$ cat config.mk
export PLATFORM = sky130hd
export DESIGN_NAME = rx_proto_guard
export DESIGN_NICKNAME = d
export VERILOG_FILES = /design/src/rtl/rxg_pkg.sv /design/src/rtl/rxg_decode.sv /design/src/rtl/rxg_sop_gap.sv /design/src/rtl/rxg_path_fsm.sv /design/src/rtl/rxg_out_stage.sv /design/src/rtl/rx_proto_guard.sv
export SDC_FILE = /design/constraint.sdc
export NUM_CORES = 1
export LEC_CHECK = 0
export BUFFER_PORTS_ARGS = -buffer_cell sky130_fd_sc_hd__buf_2
export CORE_MARGIN = 5
export CORE_UTILIZATION = 45
export CTS_CLUSTER_DIAMETER = 200
export DETAILED_ROUTE_END_ITERATION = 10
export PLACE_DENSITY = 0.73
export SETUP_SLACK_MARGIN = 0.05
export SLEW_MARGIN = 20
export SYNTH_ARGS = -nofsm -noshare
export SYNTH_HDL_FRONTEND = slang
export SYNTH_SLANG_ARGS = --single-unit
$ cat constraint.sdc
create_clock -name clk -period 1.62 [get_ports clk]
set_input_delay 0.324 -clock clk [delete_from_list [all_inputs] [get_ports clk]]
set_output_delay 0.324 -clock clk [all_outputs]
set_load 0.005 [all_outputs]
$ cat src/rtl/rxg_pkg.sv
package rxg_pkg;

    localparam int WORD_W = 16;
    localparam int CHAN_W = 8;
    localparam logic [WORD_W-1:0] TRAIN_CTL_WORD = 16'h0FFF;

    typedef enum logic [2:0] {
        ST_IDLE,
        ST_PCW,
        ST_DATA,
        ST_TRAIN,
        ST_DROP
    } path_st_e;

    typedef enum logic [1:0] {
        EOS_NONE  = 2'b00,
        EOS_ABORT = 2'b01,
        EOS_TWO   = 2'b10,
        EOS_ONE   = 2'b11
    } eop_stat_e;

    typedef struct packed {
        logic              is_data;
        logic              is_pay;
        logic              is_trc;
        logic              sop;
        eop_stat_e         eos;
        logic [CHAN_W-1:0] chan;
    } word_info_t;

    typedef struct packed {
        logic              valid;
        logic              sop;
        logic              eop;
        logic              err;
        logic [CHAN_W-1:0] chan;
        logic [WORD_W-1:0] data;
    } out_beat_t;

    function automatic word_info_t classify(input logic ctl, input logic [WORD_W-1:0] w);
        word_info_t r;
        r.is_data = !ctl;
        r.is_pay  = ctl && w[15];
        r.is_trc  = ctl && (w == TRAIN_CTL_WORD);
        r.sop     = ctl && w[15] && w[12];
        r.eos     = ctl ? eop_stat_e'(w[14:13]) : EOS_NONE;
        r.chan    = w[11:4];
        return r;
    endfunction

endpackage

$ cat src/rtl/rxg_decode.sv
module rxg_decode
    import rxg_pkg::*;
(
    input  logic              ctl,
    input  logic [WORD_W-1:0] word,
    output word_info_t        info
);
    always_comb info = classify(ctl, word);
endmodule

$ cat src/rtl/rxg_sop_gap.sv
module rxg_sop_gap #(
    parameter int MIN_GAP = 8
) (
    input  logic clk,
    input  logic rst,
    input  logic sop_seen,
    output logic gap_err
);
    localparam int CW = $clog2(MIN_GAP + 1);
    localparam logic [CW-1:0] SAT = CW'(MIN_GAP);

    logic [CW-1:0] since;

    always_ff @(posedge clk) begin
        if (rst) begin
            since   <= SAT;
            gap_err <= 1'b0;
        end else begin
            gap_err <= sop_seen && (since < SAT);
            if (sop_seen)
                since <= CW'(1);
            else if (since < SAT)
                since <= since + CW'(1);
        end
    end
endmodule

$ cat src/rtl/rxg_path_fsm.sv
module rxg_path_fsm
    import rxg_pkg::*;
#(
    parameter int BURST_WORDS = 8
) (
    input  logic              clk,
    input  logic              rst,
    input  word_info_t        info,
    output logic              err_proto,
    output logic              err_sob,
    output logic              err_bnd,
    output logic              acc,
    output logic              acc_sop,
    output logic [CHAN_W-1:0] acc_chan,
    output logic              fl,
    output logic              fl_eop,
    output logic              fl_err
);
    localparam int CNT_W = (BURST_WORDS > 1) ? $clog2(BURST_WORDS) : 1;

    path_st_e          st;
    logic [CNT_W-1:0]  cnt;
    logic              pkt_open;
    logic              burst_ok;
    logic              sop_pend;
    logic [CHAN_W-1:0] chan_q;

    logic ctl, in_burst, proto_n, sob_n, bnd_n, close_n;

    always_comb begin
        ctl      = !info.is_data;
        in_burst = (st == ST_DATA);
        proto_n  = ctl && (((info.eos != EOS_NONE) && !in_burst) ||
                           (st == ST_PCW) ||
                           (info.is_trc && in_burst));
        bnd_n    = ctl && in_burst && (info.eos == EOS_NONE) && (cnt != '0);
        close_n  = ctl && in_burst && ((info.eos != EOS_NONE) || bnd_n);
        sob_n    = info.is_data && (st == ST_IDLE);
        acc      = info.is_data && ((st == ST_PCW) || (st == ST_DATA)) && burst_ok;
        acc_sop  = sop_pend;
        acc_chan = chan_q;
        fl       = ctl && in_burst;
        fl_eop   = close_n;
        fl_err   = bnd_n || (info.eos == EOS_ABORT);
    end

    always_ff @(posedge clk) begin
        if (rst) begin
            st        <= ST_IDLE;
            cnt       <= '0;
            pkt_open  <= 1'b0;
            burst_ok  <= 1'b0;
            sop_pend  <= 1'b0;
            chan_q    <= '0;
            err_proto <= 1'b0;
            err_sob   <= 1'b0;
            err_bnd   <= 1'b0;
        end else begin
            err_proto <= proto_n;
            err_sob   <= sob_n;
            err_bnd   <= bnd_n;
            if (info.is_data) begin
                unique case (st)
                    ST_PCW, ST_DATA: begin
                        st  <= ST_DATA;
                        cnt <= cnt + CNT_W'(1);
                        if (acc)
                            sop_pend <= 1'b0;
                    end
                    ST_IDLE: st <= ST_DROP;
                    default: st <= st;
                endcase
            end else begin
                if (close_n)
                    pkt_open <= 1'b0;
                if (info.is_pay) begin
                    st       <= ST_PCW;
                    cnt      <= '0;
                    chan_q   <= info.chan;
                    sop_pend <= info.sop;
                    if (info.sop) begin
                        pkt_open <= 1'b1;
                        burst_ok <= 1'b1;
                    end else begin
                        burst_ok <= pkt_open && !close_n;
                    end
                end else if (info.is_trc) begin
                    st <= ST_TRAIN;
                end else begin
                    st <= ST_IDLE;
                end
            end
        end
    end
endmodule

$ cat src/rtl/rxg_out_stage.sv
module rxg_out_stage
    import rxg_pkg::*;
(
    input  logic              clk,
    input  logic              rst,
    input  logic              acc,
    input  logic              acc_sop,
    input  logic [CHAN_W-1:0] acc_chan,
    input  logic [WORD_W-1:0] data,
    input  logic              fl,
    input  logic              fl_eop,
    input  logic              fl_err,
    output out_beat_t         beat
);
    logic              h_v;
    logic              h_sop;
    logic [CHAN_W-1:0] h_chan;
    logic [WORD_W-1:0] h_data;
    out_beat_t         nxt;

    always_comb begin
        nxt = '0;
        if ((acc || fl) && h_v) begin
            nxt.valid = 1'b1;
            nxt.sop   = h_sop;
            nxt.chan  = h_chan;
            nxt.data  = h_data;
            nxt.eop   = fl && fl_eop;
            nxt.err   = fl && fl_err;
        end
    end

    always_ff @(posedge clk) begin
        if (rst) begin
            beat   <= '0;
            h_v    <= 1'b0;
            h_sop  <= 1'b0;
            h_chan <= '0;
            h_data <= '0;
        end else begin
            beat <= nxt;
            if (acc) begin
                h_v    <= 1'b1;
                h_sop  <= acc_sop;
                h_chan <= acc_chan;
                h_data <= data;
            end else if (fl) begin
                h_v <= 1'b0;
            end
        end
    end
endmodule

$ cat src/rtl/rx_proto_guard.sv
module rx_proto_guard
    import rxg_pkg::*;
#(
    parameter int BURST_WORDS = 8,
    parameter int MIN_SOP_GAP = 8
) (
    input  logic        clk,
    input  logic        rst,
    input  logic        in_ctl,
    input  logic [15:0] in_word,
    output logic        out_valid,
    output logic [15:0] out_data,
    output logic        out_sop,
    output logic        out_eop,
    output logic        out_err,
    output logic [7:0]  out_chan,
    output logic        err_proto,
    output logic        err_sop_gap,
    output logic        err_no_sob,
    output logic        err_boundary
);
    word_info_t        info;
    logic              acc, acc_sop, fl, fl_eop, fl_err;
    logic [CHAN_W-1:0] acc_chan;
    out_beat_t         beat;

    rxg_decode u_dec (
        .ctl  (in_ctl),
        .word (in_word),
        .info (info)
    );

    rxg_sop_gap #(.MIN_GAP(MIN_SOP_GAP)) u_gap (
        .clk      (clk),
        .rst      (rst),
        .sop_seen (info.sop),
        .gap_err  (err_sop_gap)
    );

    rxg_path_fsm #(.BURST_WORDS(BURST_WORDS)) u_fsm (
        .clk       (clk),
        .rst       (rst),
        .info      (info),
        .err_proto (err_proto),
        .err_sob   (err_no_sob),
        .err_bnd   (err_boundary),
        .acc       (acc),
        .acc_sop   (acc_sop),
        .acc_chan  (acc_chan),
        .fl        (fl),
        .fl_eop    (fl_eop),
        .fl_err    (fl_err)
    );

    rxg_out_stage u_out (
        .clk      (clk),
        .rst      (rst),
        .acc      (acc),
        .acc_sop  (acc_sop),
        .acc_chan (acc_chan),
        .data     (in_word),
        .fl       (fl),
        .fl_eop   (fl_eop),
        .fl_err   (fl_err),
        .beat     (beat)
    );

    assign out_valid = beat.valid;
    assign out_data  = beat.data;
    assign out_sop   = beat.sop;
    assign out_eop   = beat.eop;
    assign out_err   = beat.err;
    assign out_chan  = beat.chan;
endmodule

==> flow_summary.toml <==
[cts]
numCtsBuffers = 9
clock_sinks = 79
clock_latency_ns = 0.35
root_buffer = "clkbuf_8"
clock_tree.buffer_depth = 2
cts_tree = "yes"
clk_pin_slew_ns = 0.08
htree_levels = 3

[timing]
relSlewSlack_pct = 73.48
fin_crit_ns = 1.498
period_share_pct = 92.44
fmax_ghz = 0.6677
max_slew.worst_pin.slew_ns = 0.3923
setup_viol = 0
setup_slack_ns = 0.1224
fin_setup_tns_ns = 0
finalHoldViolCount = 0
rsz0062_at_grt = "yes"
fin_skew_ns = 0.01046
drv_slew = 0

[floorplanning]
core.rowCount = 30
core_mm2 = 0.006756
die_area_mm2 = 0.008638
io_pins = 51
initial_utilization_pct = 45.81
die_w_um = 92.94
die_y_um = 92.94

[synthesis]
yosysWarnings = 0
ys_types = 52
avgSynthCellArea_um2 = 9.921
synth_nets = 334
netlist_top_cells_area = "dfxtp_1, a311oi_1, a31o_1"
synth_commonest_cells = "dfxtp_1, nor3_1, nand2_1"
synthFlopType = "dfxtp_1"
async_flop_share_pct = 0
syn_inst = 312
synth-seq-area-share_pct = 51.09
synth_area_mm2 = 0.003095
ys_ff_latch = 79
synth_edf_count = 0
synth_top_area_share_pct = 51.09
synth_top_area_cell = "dfxtp_1"
synth.most_common_cell = "dfxtp_1"

[place]
dp_slack_ns = 0.07634
portBuffers = 50
dp_hpwl_mm = 4.945
gp_congestion = 0.7910
dpl_cell_area_mm2 = 0.003450

[pwr]
fin_total_pwr_mw = 3.616
vdd_ir_drop_max_mv = 0.6121
comb_power_share_pct = 8.6
power_frac_seq_pct = 55.4
power.internal_mw = 2.693
power.density_mw_per_mm2 = 989.0
clock_power_share_pct = 36.0
power.switching_mw = 0.9230
p_leak_nw = 1.462
switching_share_pct = 25.53

[critical_path]
worstPathArrival_ns = 1.73
crit_chain = "xor2_4 -> buf_4 -> a311oi_1 -> a31o_2"
crit_type = "reg -> reg"
cp-end-kind = "flip-flop"
start_kind = "flip-flop"
critical_path_required_ns = 1.86
slowest_stage = "dfxtp_1"
critical_path.max_fanout = 12
slowest_delay_ns = 0.55

[route]
drt-wirelength-per-cell_um = 15.48
drt_first_iter_violations = 129
route.detailed.vias_per_inst = 5.536
antenna_left = 0
drt_wl_total_mm = 7.011
post-route-drc-count = 0
vias = 2508
dr.pass1.iters = 4

[cells_and_area]
syn2layout_area_growth_pct = 18.11
antenna_cells = 0
final_nets = 390
drive_above_1_share_pct = 29.22
register_area_mm2 = 0.001583
n_fill_cell = 621
fin_area_mm2 = 0.003656
multi_input_area_mm2 = 0.001255

[outcome]
status = "finished, final reports clean"

[global_routing]
grt_pass1_vias = 2381
groute.usage.overall_pct = 16.64
overflow = 0
grt_first_pass_wirelength_mm = 11.48
antenna_found_initial = 0
grt_start_max_net_pins = 35

[min_path]
hp-class = "in -> reg"

[job]
drv_cap = 0
==> cells by family after synthesis <==
kind of cell,count (synthesis),share of synthesized area (%)
buffers and inverters,56,8.892
and+or+nand+nor,91,16.17
AOI/OAI and AO/OA,76,19.85
xor gates and xnor gates,3,1.455
adders and majority gates,3,1.213
DFF,79,51.09
muxes,4,1.334
==> layout make-up <==
| class | count | area share, % |
|---|---|---|
| Sequential cell | 79 | 43.29 |
| Multi-Input combinational cell | 178 | 34.33 |
| Timing Repair Buffer | 73 | 11.91 |
| Clock buffer | 10 | 3.765 |
| Inverter | 27 | 2.772 |
| Tap cell | 80 | 2.738 |
| Clock inverter | 6 | 1.198 |
==> registers in the layout, indices dropped and copies added, names as in the netlist, 3 cells and up <==
register        count
u_gap.since         4
u_fsm.cnt           3
u_out.h_data       16
u_out.h_chan        8
u_out.beat         28
u_fsm.acc_chan      8
u_fsm.st            3
==> cells in the final DEF (no fill, tap or decap), types with 2 or more instances in the layout <==
cell | synthesis | layout
nor2_1 | 6 | 6
nand4bb_1 | 2 | 2
a31o_1 | 20 | 20
a21oi_1 | 13 | 13
nand2_1 | 27 | 27
o211ai_1 | 2 | 2
a211oi_2 | 2 | 2
a31o_2 | 3 | 3
nand3_1 | 5 | 5
a31oi_1 | 2 | 2
dfxtp_1 | 79 | 78
clkinv_4 | 0 | 2
nor2b_1 | 3 | 3
nor3_1 | 30 | 30
buf_2 | 6 | 50
a211o_1 | 2 | 2
buf_4 | 3 | 22
and3_1 | 2 | 2
ha_1 | 3 | 3
clkinv_2 | 0 | 2
o21ai_0 | 3 | 3
mux2i_1 | 3 | 3
a311oi_1 | 23 | 23
clkbuf_8 | 0 | 10
or3b_2 | 2 | 2
inv_1 | 26 | 26
==> layer usage <==
metal / track usage (%) / vias up / share of wire, %
met4: 3.541 / 0 / 0.33
met3: 5.443 / 4 / 5.4
met2: 26.15 / 65 / 47
met5: 0 / - / 0
li1: - / 1231 / -
met1: 22.35 / 1208 / 48
==> power by group through the flow <==
stage               Clock [mW]  Combinational, mW  Sequential [mW]
floorplan                    0              0.203             2.03
global placement             0              0.293             2.04
detailed placement           0              0.300             2.04
CTS                       1.34              0.301             2.00
global route              1.44              0.338             2.01
finish                    1.30              0.311             2.00
==> critical path, delay by kind of cell (launching register included) <==
family          cells  cell delay [ns]
flops               1             0.55
compound gates      2             0.35
xor+xnor            1             0.26
buf+inv             1             0.23
==> stage by stage <==
| stage | util (%) | hold WS, ns | cells |
|---|---|---|---|
| after CTS | 53.74 | 0.2001 | 451 |
| after floorplan | - | 0.4022 | 312 |
| after global placement | 51.06 | 0.4246 | 435 |
| final | 54.11 | 0.2195 | 453 |
| after global routing | 54.11 | 0.2013 | 453 |
| after detailed placement | 51.06 | 0.4310 | 435 |
==> what timing repair did <==
item,4_1_cts,5_1_grt
hold buffers,0,0
resized for setup,0,1
setup endpoints to repair,0,23
buffers inserted,0,1
==> path summary, 6_finish.rpt <==
kind | cells past startpoint | slack, ns | from | end
hold reg to reg | 2 | 0.44 | u_out.h_sop | u_out.beat[26]
hold / removal | 2 | 0.22 | in_word[3] | u_out.h_data[3]
setup reg to reg | 4 | 0.12 | u_fsm.st[1] | u_out.h_chan[5]
setup / recovery | 4 | 0.12 | u_fsm.st[1] | u_out.h_chan[5]
(Power assumes the default switching activity.)
